==> config.mk <==
export PLATFORM = sky130hd
export DESIGN_NAME = pwrlink_serial
export DESIGN_NICKNAME = d
export VERILOG_FILES = /design/src/rtl/pwrlink_pkg.sv /design/src/rtl/pwrlink_timer.sv /design/src/rtl/pwrlink_integrator.sv /design/src/rtl/pwrlink_coef_rx.sv /design/src/rtl/pwrlink_serial.sv
export SDC_FILE = /design/constraint.sdc
export NUM_CORES = 2
export LEC_CHECK = 0
export BUFFER_PORTS_ARGS = -buffer_cell sky130_fd_sc_hd__clkbuf_2
export CAP_MARGIN = 20
export CELL_PAD_IN_SITES_DETAIL_PLACEMENT = 1
export CELL_PAD_IN_SITES_GLOBAL_PLACEMENT = 1
export CORE_MARGIN = 2
export CORE_UTILIZATION = 52
export CTS_BUF_LIST = sky130_fd_sc_hd__clkbuf_8
export CTS_CLUSTER_DIAMETER = 80
export DETAILED_ROUTE_END_ITERATION = 6
export GPL_TIMING_DRIVEN = 0
export PLACE_DENSITY_LB_ADDON = 0.15
export SLEW_MARGIN = 20
export SYNTH_ARGS = -nofsm -noshare
export SYNTH_HDL_FRONTEND = slang
export SYNTH_HIERARCHICAL = 1
export SYNTH_SLANG_ARGS = --single-unit
==> constraint.sdc <==
create_clock -name clk -period 4.75 [get_ports clk]
set_clock_uncertainty 0.1 [all_clocks]
set_input_delay 0.95 -clock clk [delete_from_list [all_inputs] [get_ports clk]]
set_output_delay 0.95 -clock clk [all_outputs]
set_load 0.05 [all_outputs]
==> src/rtl/pwrlink_pkg.sv <==
package pwrlink_pkg;

    // Frame geometry: the outgoing word and the incoming coefficient pair
    // both span this many bits.
    localparam int FRAME_BITS = 32;
    localparam int FRAME_LOG  = 5;
    localparam int COEF_W     = FRAME_BITS / 2;

    typedef enum logic [1:0] {
        ST_IDLE = 2'd0,
        ST_FILL = 2'd1,
        ST_RUN  = 2'd2
    } link_state_t;

endpackage

==> src/rtl/pwrlink_timer.sv <==
// Window and bit timing controller. BASE_LOG must be at least FRAME_LOG+1
// so that each serial bit spans at least two clocks.
module pwrlink_timer
    import pwrlink_pkg::*;
#(
    parameter int BASE_LOG = 8,
    parameter int SEL_W    = 2,
    localparam int MAX_LOG = BASE_LOG + (1 << SEL_W) - 1,
    localparam int CNT_W   = MAX_LOG,
    localparam int LOG_W   = $clog2(MAX_LOG + 1)
) (
    input  logic                 clk,
    input  logic                 rst_n,
    input  logic [SEL_W-1:0]     period_sel,
    output logic                 run,
    output logic                 acc_en,
    output logic                 win_last,
    output logic                 frame_first,
    output logic                 rx_strobe,
    output logic                 sclk_lvl,
    output logic [FRAME_LOG-1:0] bit_idx,
    output logic [LOG_W-1:0]     win_log
);

    link_state_t         state_q, state_d;
    logic [CNT_W-1:0]    cnt_q;
    logic [LOG_W-1:0]    log_q;
    logic [CNT_W:0]      win_len;
    logic [CNT_W-1:0]    win_mask;
    logic [LOG_W-1:0]    bit_sh;
    logic [CNT_W-1:0]    bit_mask;
    logic [CNT_W-1:0]    half_pt;
    logic [CNT_W-1:0]    bit_pos;
    logic                at_last;

    // Derived window/bit geometry from the latched exponent
    always_comb begin
        win_len  = {{CNT_W{1'b0}}, 1'b1} << log_q;
        win_mask = win_len[CNT_W-1:0] - CNT_W'(1);
        bit_sh   = log_q - LOG_W'(FRAME_LOG);
        bit_mask = (CNT_W'(1) << bit_sh) - CNT_W'(1);
        half_pt  = CNT_W'(1) << (bit_sh - LOG_W'(1));
        bit_pos  = cnt_q & bit_mask;
        at_last  = (state_q != ST_IDLE) && (cnt_q == win_mask);
    end

    // State register
    always_ff @(posedge clk or negedge rst_n) begin
        if (!rst_n) state_q <= ST_IDLE;
        else        state_q <= state_d;
    end

    // Next-state logic
    always_comb begin
        state_d = state_q;
        unique case (state_q)
            ST_IDLE: state_d = ST_FILL;
            ST_FILL: state_d = at_last ? ST_RUN : ST_FILL;
            ST_RUN:  state_d = ST_RUN;
            default: state_d = ST_IDLE;
        endcase
    end

    // Sample counter and period latch: the code is taken only at a boundary
    always_ff @(posedge clk or negedge rst_n) begin
        if (!rst_n) begin
            cnt_q <= '0;
            log_q <= LOG_W'(BASE_LOG);
        end else if (state_q == ST_IDLE || at_last) begin
            cnt_q <= '0;
            log_q <= LOG_W'(BASE_LOG) + LOG_W'(period_sel);
        end else begin
            cnt_q <= cnt_q + CNT_W'(1);
        end
    end

    // Per-state outputs
    always_comb begin
        run         = 1'b0;
        acc_en      = 1'b0;
        frame_first = 1'b0;
        rx_strobe   = 1'b0;
        sclk_lvl    = 1'b0;
        unique case (state_q)
            ST_IDLE: ;
            ST_FILL: acc_en = 1'b1;
            ST_RUN: begin
                run         = 1'b1;
                acc_en      = 1'b1;
                frame_first = (cnt_q == '0);
                rx_strobe   = (bit_pos == half_pt);
                sclk_lvl    = |(cnt_q & half_pt);
            end
            default: ;
        endcase
    end

    assign win_last = at_last;
    assign bit_idx  = FRAME_LOG'(cnt_q >> bit_sh);
    assign win_log  = log_q;

    AST_WIN_WRAP: assert property (@(posedge clk) disable iff (!rst_n)
        win_last |=> (cnt_q == '0)) else $error("window wrap");

endmodule

==> src/rtl/pwrlink_integrator.sv <==
module pwrlink_integrator
    import pwrlink_pkg::*;
#(
    parameter int W       = 18,
    parameter int MAX_LOG = 11,
    parameter int LOG_W   = 4,
    localparam int PW_W   = 2 * W + 1,
    localparam int ACC_W  = PW_W + MAX_LOG
) (
    input  logic                    clk,
    input  logic                    rst_n,
    input  logic                    acc_en,
    input  logic                    win_last,
    input  logic [LOG_W-1:0]        win_log,
    input  logic signed [W-1:0]     samp_i,
    input  logic signed [W-1:0]     samp_q,
    output logic [FRAME_BITS-1:0]   avg_word
);

    logic signed [2*W-1:0] i_sq, q_sq;
    logic [PW_W-1:0]       pw;
    logic [ACC_W-1:0]      acc_q, total, shifted;
    logic                  over;

    always_comb begin
        i_sq    = samp_i * samp_i;
        q_sq    = samp_q * samp_q;
        pw      = PW_W'($unsigned(i_sq)) + PW_W'($unsigned(q_sq));
        total   = acc_q + ACC_W'(pw);
        shifted = total >> win_log;
        over    = |shifted[ACC_W-1:FRAME_BITS];
    end

    always_ff @(posedge clk or negedge rst_n) begin
        if (!rst_n) begin
            acc_q    <= '0;
            avg_word <= '0;
        end else if (acc_en) begin
            if (win_last) begin
                acc_q    <= '0;
                avg_word <= over ? '1 : shifted[FRAME_BITS-1:0];
            end else begin
                acc_q <= total;
            end
        end
    end

    AST_ACC_CLEAR: assert property (@(posedge clk) disable iff (!rst_n)
        (acc_en && win_last) |=> (acc_q == '0)) else $error("acc clear");

endmodule

==> src/rtl/pwrlink_coef_rx.sv <==
module pwrlink_coef_rx
    import pwrlink_pkg::*;
(
    input  logic              clk,
    input  logic              rst_n,
    input  logic              run,
    input  logic              rx_en,
    input  logic              frame_first,
    input  logic              rx_strobe,
    input  logic              win_last,
    input  logic              ser_in,
    input  logic [COEF_W-1:0] host_a,
    input  logic [COEF_W-1:0] host_b,
    output logic [COEF_W-1:0] coef_a,
    output logic [COEF_W-1:0] coef_b,
    output logic              coef_valid
);

    logic [FRAME_BITS-1:0] rx_sh;
    logic                  armed_q;
    logic                  commit;

    assign commit = run && win_last && armed_q && rx_en;

    always_ff @(posedge clk or negedge rst_n) begin
        if (!rst_n) begin
            rx_sh      <= '0;
            armed_q    <= 1'b0;
            coef_a     <= '0;
            coef_b     <= '0;
            coef_valid <= 1'b0;
        end else begin
            if (rx_strobe)   rx_sh   <= {rx_sh[FRAME_BITS-2:0], ser_in};
            if (frame_first) armed_q <= rx_en;
            coef_valid <= commit;
            if (commit) begin
                coef_a <= rx_sh[FRAME_BITS-1:COEF_W];
                coef_b <= rx_sh[COEF_W-1:0];
            end else if (!rx_en) begin
                coef_a <= host_a;
                coef_b <= host_b;
            end
        end
    end

    AST_HOST_FOLLOW: assert property (@(posedge clk) disable iff (!rst_n)
        (!rx_en && $past(!rx_en) && $past(rst_n)) |-> (coef_a == $past(host_a) && coef_b == $past(host_b)))
        else $error("host follow");

endmodule

==> src/rtl/pwrlink_serial.sv <==
module pwrlink_serial
    import pwrlink_pkg::*;
#(
    parameter int W        = 18,
    parameter int BASE_LOG = 8,
    parameter int SEL_W    = 2,
    localparam int MAX_LOG = BASE_LOG + (1 << SEL_W) - 1,
    localparam int LOG_W   = $clog2(MAX_LOG + 1)
) (
    input  logic                    clk,
    input  logic                    rst_n,
    input  logic signed [W-1:0]     samp_i,
    input  logic signed [W-1:0]     samp_q,
    input  logic [SEL_W-1:0]        period_sel,
    input  logic                    tx_en,
    input  logic                    rx_en,
    input  logic [COEF_W-1:0]       host_coef_a,
    input  logic [COEF_W-1:0]       host_coef_b,
    input  logic                    ser_in,
    output logic                    ser_clk,
    output logic                    ser_sync,
    output logic                    ser_out,
    output logic [COEF_W-1:0]       coef_a,
    output logic [COEF_W-1:0]       coef_b,
    output logic                    coef_valid
);

    logic                  run, acc_en, win_last, frame_first, rx_strobe, sclk_lvl;
    logic [FRAME_LOG-1:0]  bit_idx;
    logic [LOG_W-1:0]      win_log;
    logic [FRAME_BITS-1:0] avg_word;

    pwrlink_timer #(.BASE_LOG(BASE_LOG), .SEL_W(SEL_W)) u_timer (
        .clk(clk), .rst_n(rst_n), .period_sel(period_sel),
        .run(run), .acc_en(acc_en), .win_last(win_last),
        .frame_first(frame_first), .rx_strobe(rx_strobe),
        .sclk_lvl(sclk_lvl), .bit_idx(bit_idx), .win_log(win_log)
    );

    pwrlink_integrator #(.W(W), .MAX_LOG(MAX_LOG), .LOG_W(LOG_W)) u_integ (
        .clk(clk), .rst_n(rst_n), .acc_en(acc_en), .win_last(win_last),
        .win_log(win_log), .samp_i(samp_i), .samp_q(samp_q),
        .avg_word(avg_word)
    );

    pwrlink_coef_rx u_rx (
        .clk(clk), .rst_n(rst_n), .run(run), .rx_en(rx_en),
        .frame_first(frame_first), .rx_strobe(rx_strobe),
        .win_last(win_last), .ser_in(ser_in),
        .host_a(host_coef_a), .host_b(host_coef_b),
        .coef_a(coef_a), .coef_b(coef_b), .coef_valid(coef_valid)
    );

    // Word bits are indexed MSB first by the bit counter
    assign ser_clk  = sclk_lvl;
    assign ser_sync = frame_first;
    assign ser_out  = run && tx_en && avg_word[FRAME_LOG'(FRAME_BITS - 1) - bit_idx];

    AST_SYNC_ONE_CYCLE: assert property (@(posedge clk) disable iff (!rst_n)
        ser_sync |=> !ser_sync) else $error("sync width");
    AST_SYNC_CLK_LOW: assert property (@(posedge clk) disable iff (!rst_n)
        ser_sync |-> !ser_clk) else $error("sync phase");
    AST_DATA_HELD_HIGH: assert property (@(posedge clk) disable iff (!rst_n)
        (ser_clk && $stable(tx_en)) |-> $stable(ser_out)) else $error("data moved");
    AST_VALID_PULSE: assert property (@(posedge clk) disable iff (!rst_n)
        coef_valid |=> !coef_valid) else $error("valid width");
    AST_VALID_WITH_SYNC: assert property (@(posedge clk) disable iff (!rst_n)
        coef_valid |-> ser_sync) else $error("valid timing");

endmodule

After elaboration in Yosys (flattened, before gate mapping)

Cells that the tools add are included.

Register bits after elaboration: 163
Input bits: 75
Output and inout port bits: 36
Word-level logic and storage cells: 64

$add $sub $neg: 9
Multipliers: 2
Magnitude comparators: 1
Equal/unequal tests: 5
Shift operators: 5
Mux-type cells: 16
Bitwise logic cells: 2
Reduce and logical (&&, ||, !) cells: 14

Operator list:

| cell                                                | number |
|---|---|
| multiplier 18 x 18 -> 36 bit                        | 2 |
| 2-to-1 mux 16 bit                                   | 4 |
| adder 48 x 37 -> 48 bit                             | 1 |
| 2-to-1 mux 48 bit                                   | 1 |
| >> shifter 48 x 4 -> 48 bit                         | 1 |
| adder 36 x 36 -> 37 bit                             | 1 |
| left shift 1 x 4 -> 11 bit (first input constant)   | 3 |
| 2-to-1 mux 32 bit                                   | 1 |
| bitwise AND 11 bit                                  | 2 |
| equality test 11 bit                                | 2 |
| OR reduction 16 bit                                 | 1 |
| adder 11 x 1 -> 11 bit (second input constant)      | 1 |
| zero test 11 bit                                    | 1 |
| 2-to-1 mux 11 bit                                   | 1 |
| OR reduction 11 bit                                 | 1 |
| >> shifter 11 x 4 -> 5 bit                          | 1 |
| subtractor 11 x 1 -> 11 bit (second input constant) | 1 |
| subtractor 11 x 2 -> 11 bit (second input constant) | 1 |
| logical AND 1 bit                                   | 6 |
| < comparator 5 x 6 -> 1 bit (second input constant) | 1 |
| 2-to-1 mux 1 bit                                    | 6 |
| case mux 2 bit (3 select lines)                     | 1 |
| binary-select mux 1 bit (select 5 bit)              | 1 |
| subtractor 5 bit (first input constant)             | 1 |
| 12 further kinds                                    | 12 |

Longest topological paths before layout

Word-level depth: 8
Mapped depth: 46
Mapped depth without buffers: 42

By module

Netlist, hierarchy kept.

Modules (own cells, without submodules):

| module             | instances | cells each | area an instance (um2) | sequential area each (um2) |
|---|---|---|---|---|
| pwrlink_integrator | 1         | 3425       | 30315.3                | 2001.9 |
| pwrlink_coef_rx    | 1         | 179        | 2650.0                 | 1651.6 |
| pwrlink_timer      | 1         | 183        | 1609.0                 | 375.4 |
| pwrlink_serial     | 1         | 19         | 300.3                  | 0.0 |

Worst setup path after synthesis

No wires, ideal clock.

Path kind: input to register
Start point: input samp_i[2]
End point: register u_integ.avg_word[24]
Setup time: 130 ps
Data arrival time: 10700 ps
Data required time: 4520 ps
Setup slack: -6179 ps
Cell stages on the path: 43
Buffers on the path: 5
Path through: clkbuf_1 clkbuf_1 nand2_1 fa_1 inv_1 fa_1 ha_1 inv_1 fa_1 inv_1 fa_1 inv_1 fa_1 inv_1 ha_1 a21o_1 a21o_1 a41o_1 [... 7 more ...] xnor2_1 fa_1 inv_1 ha_1 clkbuf_1 and4_1 nand2_1 nor4_1 a32o_1 a2111oi_0 a211oi_1 mux2_2 o2111ai_1 a221oi_2 o221a_2 buf_2 buf_2 a31oi_1

Word-level cells in the longest chain between the ends: 6

RTL lines:

| element                        | line                     | RTL |
|---|---|---|
| start, declared                | pwrlink_serial.sv:12     | `input logic signed [W-1:0] samp_i,` |
| multiplier 18 x 18 -> 36 bit * | pwrlink_integrator.sv:26 | `i_sq = samp_i * samp_i;` |
| adder 36 x 36 -> 37 bit *      | pwrlink_integrator.sv:28 | `pw = PW_W'($unsigned(i_sq)) + PW_W'($unsigned(q_sq));` |
| adder 48 x 37 -> 48 bit *      | pwrlink_integrator.sv:29 | `total = acc_q + ACC_W'(pw);` |
| >> shifter 48 x 4 -> 48 bit *  | pwrlink_integrator.sv:30 | `shifted = total >> win_log;` |
| OR reduction 16 bit            | pwrlink_integrator.sv:31 | `over = \|shifted[ACC_W-1:FRAME_BITS];` |
| 2-to-1 mux 32 bit *            | pwrlink_integrator.sv:41 | `avg_word <= over ? '1 : shifted[FRAME_BITS-1:0];` |
| end signal, assigned           | pwrlink_integrator.sv:41 |  |
| end, declared                  | pwrlink_integrator.sv:17 | `output logic [FRAME_BITS-1:0] avg_word` |

Every way passes the cells marked *; elsewhere a longest branch is shown, timed or not.
A chain may end at the register's enable or synchronous reset.

Worst setup path in the final report

Start point: input samp_i[5]
End point: register u_integ.avg_word[27]

The elaborated chain is that of the path after synthesis.

==> metrics.md <==
| Metric | Value |
|---|---|
| Total number of placement rows | `94` |
| Clock-pin slew on the worst setup and hold paths | `0.14 ns` |
| Pin count of the biggest net entering global routing | `63` |
| Number of I/O port buffers | `99` |
| Global placement routability congestion | `0.934` |
| Number of buffers on the longest clock path | `2` |
| Average wire per standard cell | `25.6 µm` |
| Post-route ant nets | `0` |
| Reg-to-reg startpoint | `u_integ/acc_q[11]$_DFFE_PN0P_` |
| Data arrival time of the worst path | `11.40 ns` |
| Maximum achievable frequency | `0.0904 GHz` |
| Htree depth | `4` |
| Routed wire length | `129 mm` |
| Share of flip-flops with an asynchronous set or reset | `100%` |
| Gate family responsible for the most delay along the worst path | `adder cells` |
| Setup repair after global routing missed its margin | `true` |
| Yosys warning count | `6` |
| Via count of the first global-routing pass | `32300` |
| Height of the die | `263 µm` |
| Rel. slew slack | `36.9%` |
| Worst reg2reg endpoint | `u_integ/avg_word[11]$_DFFE_PN0P_` |
| Area enclosed by the die boundary | `69200 µm²` |
| Distinct cell type count after synthesis | `103` |
| Yosys reg bits | `161` |
| Hold buffer count at CTS | `0` |
| # nets final | `5110` |
| Clock net sink count | `161` |
| Result of the run | `finished with violations` |
| Standard cell core area | `66100 µm²` |
| Master cell of the clock root buffer | `sky130_fd_sc_hd__clkbuf_8` |
| Slew Viols, Final | `0` |
| Critical path endpoint category | `flip-flop` |
| Setup slack of the critical path after layout | `-6.31 ns` |
| DR iter-0 viols | `2239` |
| Proportion of layout cells with a drive suffix above 1 | `24.9%` |
| Path type of the worst setup path | `in -> reg` |
| Final setup violation count | `76` |
| Maximum fanout along the worst path | `9` |
| Number of enable flip-flop cells after synthesis | `0` |
| Cells taking the most area after synthesis | `sky130_fd_sc_hd__fa_1 (36%), sky130_fd_sc_hd__dfrtp_1 (12%), sky130_fd_sc_hd__inv_1 (9.8%)` |
| Number of I/O pins | `111` |
| Fraction of post-synthesis cell area in the top cell type by area | `36.2%` |
| Shortest period the worst path allows | `11.06 ns` |
| Syn Inst Count | `3806` |
| Place WS | `-7.49 ns` |
| GRT Resource Usage Total | `33.2%` |
| Buffers and inverters on the worst path | `12` |
| TritonCTS clock tree | `built` |
| Worst Setup Start Kind | `input pin` |
| Combined area of all synthesized cells | `34900 µm²` |
| Number of filler instances in the final layout | `7215` |
| Hold Fails Final Rpt | `0` |
| Largest stage delay, worst path | `0.63 ns` |
| Final cycle utilization of the critical path | `233%` |
| Number of nets in the synthesized netlist | `4772` |
| Total clock buffers created by CTS | `17` |
| Post-DP HPWL | `86.0 mm` |
| Leading cell types in the layout, fill and taps excluded | `sky130_fd_sc_hd__inv_1 (856), sky130_fd_sc_hd__fa_1 (596), sky130_fd_sc_hd__nand2_1 (300)` |
| Die span in x | `263 µm` |
| FF-to-FF setup slack | `-0.23 ns` |
| Slowest cell on the critical path | `sky130_fd_sc_hd__fa_2` |
| Commonest register cell after synthesis | `sky130_fd_sc_hd__dfrtp_1` |
| Area of the multi-input gates | `29700 µm²` |
| Drt drc | `0` |
| Reg2Reg Depth | `15` |
| Tightest Pin Transition | `0.946 ns` |
| First-pass GRT wire length | `179 mm` |
| Area taken by flip-flops and latches | `4030 µm²` |
| DR pass1 iterations | `5` |
| Clock latency reported for the late side of the worst-skew pair | `0.54 ns` |
| Post-synth top area cell | `sky130_fd_sc_hd__fa_1` |
| Antenna violations before repair | `3` |
| Hold WC Path Type | `in -> async` |
| Syn-to-layout area delta | `23.5%` |
| Routed via count | `29800` |
| Average instance area after synthesis | `9.16 µm²` |
| Initial standard-cell utilization of the core | `52.8%` |
| Proportion of synthesized chip area in sequential cells | `11.6%` |
| Max-capacitance violation count | `0` |
| Violated checks | `setup timing` |
| Most frequent standard cell in the layout excluding fill and tap cells | `sky130_fd_sc_hd__inv_1` |
| Drt via density | `5.93` |
| CP required | `5.09 ns` |
| Grt ovf | `0` |
[final cells by class]
cell class | count | area share (%)
Timing Repair Buffer | 325 | 6.10
Antenna cell | 1 | 0.00581
Tap cell | 864 | 2.51
Sequential cell | 161 | 9.36
Inverter | 914 | 8.03
Buffer | 156 | 4.07
Clock buffer | 17 | 0.543
Multi-Input combinational cell | 2569 | 69.0
Clock inverter | 15 | 0.421
[worst max path at each step]
stage,from,end,slack [ns],cells past startpoint
finish,samp_i[5],u_integ/avg_word[27]$_DFFE_PN0P_,-6.31,44
global route,samp_i[14],u_integ/avg_word[17]$_DFFE_PN0P_,-6.45,47
CTS,samp_q[5],u_integ/avg_word[17]$_DFFE_PN0P_,-5.99,43
detailed placement,samp_q[17],u_integ/avg_word[17]$_DFFE_PN0P_,-7.49,41
global placement,samp_q[17],u_integ/avg_word[17]$_DFFE_PN0P_,-7.44,41
floorplan,samp_i[10],u_integ/avg_word[24]$_DFFE_PN0P_,-5.37,41
[cell families (layout without fill, tap and decap cells)]
kind of cell             Yosys count  after routing  share of synthesized area, %
multiplexers                     141            141                          5.04
buffers and inverters           1076           1427                          12.0
XOR/XNOR                         141            141                          3.54
AO/OA/AOI/OAI                    528            528                          10.7
flip-flops                       161            161                          11.6
AND/OR/NAND/NOR                  866            866                          11.5
other                              2              3                        0.0215
adder cells (fa/ha/maj)          891            891                          45.5
[layer usage]
layer	track usage, %	share of wire, %	wire (µm)	vias to the layer above
met3	4.79	5.6	7240	505
met1	41.3	37	47800	15500
li1	-	-	-	12600
met2	59.2	52	66400	1251
met4	11.1	5.7	7290	2
met5	0	0.010	13	-
[sequential cells by signal, summed over array words and instances (netlist names)]
signal and cells:
u_integ/acc_q 48, u_integ/avg_word 32, u_rx/rx_sh 32, u_rx/coef_a 16
u_rx/coef_b 16, u_timer/cnt_q 11, u_timer/state_q 2, u_timer/win_log 2
u_rx/armed_q 1, u_rx/coef_valid 1
[cell usage after synthesis (7+ instances only)]
master,number
sky130_fd_sc_hd__inv_1,911
sky130_fd_sc_hd__fa_1,630
sky130_fd_sc_hd__nand2_1,352
sky130_fd_sc_hd__ha_1,261
sky130_fd_sc_hd__nor2_1,209
sky130_fd_sc_hd__dfrtp_1,161
sky130_fd_sc_hd__a21oi_1,118
sky130_fd_sc_hd__clkbuf_1,112
sky130_fd_sc_hd__and2_1,107
sky130_fd_sc_hd__o21ai_0,89
sky130_fd_sc_hd__xnor2_1,87
sky130_fd_sc_hd__mux2i_1,62
sky130_fd_sc_hd__mux2_2,54
sky130_fd_sc_hd__xor2_1,54
sky130_fd_sc_hd__a21o_1,47
sky130_fd_sc_hd__a31oi_1,38
sky130_fd_sc_hd__a221o_1,37
sky130_fd_sc_hd__nand3_1,33
sky130_fd_sc_hd__nor3_1,28
sky130_fd_sc_hd__o21a_1,22
sky130_fd_sc_hd__nand4_1,20
sky130_fd_sc_hd__a211oi_1,18
sky130_fd_sc_hd__nand2b_1,18
sky130_fd_sc_hd__o2bb2ai_1,18
sky130_fd_sc_hd__and2_0,17
sky130_fd_sc_hd__buf_2,17
sky130_fd_sc_hd__nor2b_1,17
sky130_fd_sc_hd__and3_1,15
sky130_fd_sc_hd__mux4_2,15
sky130_fd_sc_hd__o211ai_1,14
sky130_fd_sc_hd__o21bai_1,14
sky130_fd_sc_hd__buf_1,13
sky130_fd_sc_hd__a22o_1,11
sky130_fd_sc_hd__o22ai_1,11
sky130_fd_sc_hd__buf_6,10
sky130_fd_sc_hd__or3_1,8
sky130_fd_sc_hd__buf_4,7
sky130_fd_sc_hd__o2111ai_1,7
[stage by stage]
step                hold slack (ns)  area [µm²]  setup TNS (ns)  instances  utilization [%]
floorplan                     0.368       36300         -304.23       3806                -
global placement              0.383       37900         -496.68       4769             57.3
detailed placement            0.398       37900         -432.41       4771             57.4
CTS                           0.228       41200         -342.56       4922             62.3
global route                  0.234       43100         -380.59       5021             65.1
finish                        0.226       43100         -367.85       5022             65.1
[timing repair]
| action | in CTS | in global routing |
|---|---|---|
| pin swaps | 121 | 154 |
| setup endpoints to repair | 78 | 76 |
| resized for setup | 367 | 281 |
| buffers inserted | 125 | 112 |
| gates cloned | 2 | 0 |
Power is left out: the tool's default activity adds up to more than one toggle a clock period on the data nets, which glitch-free logic cannot reach.
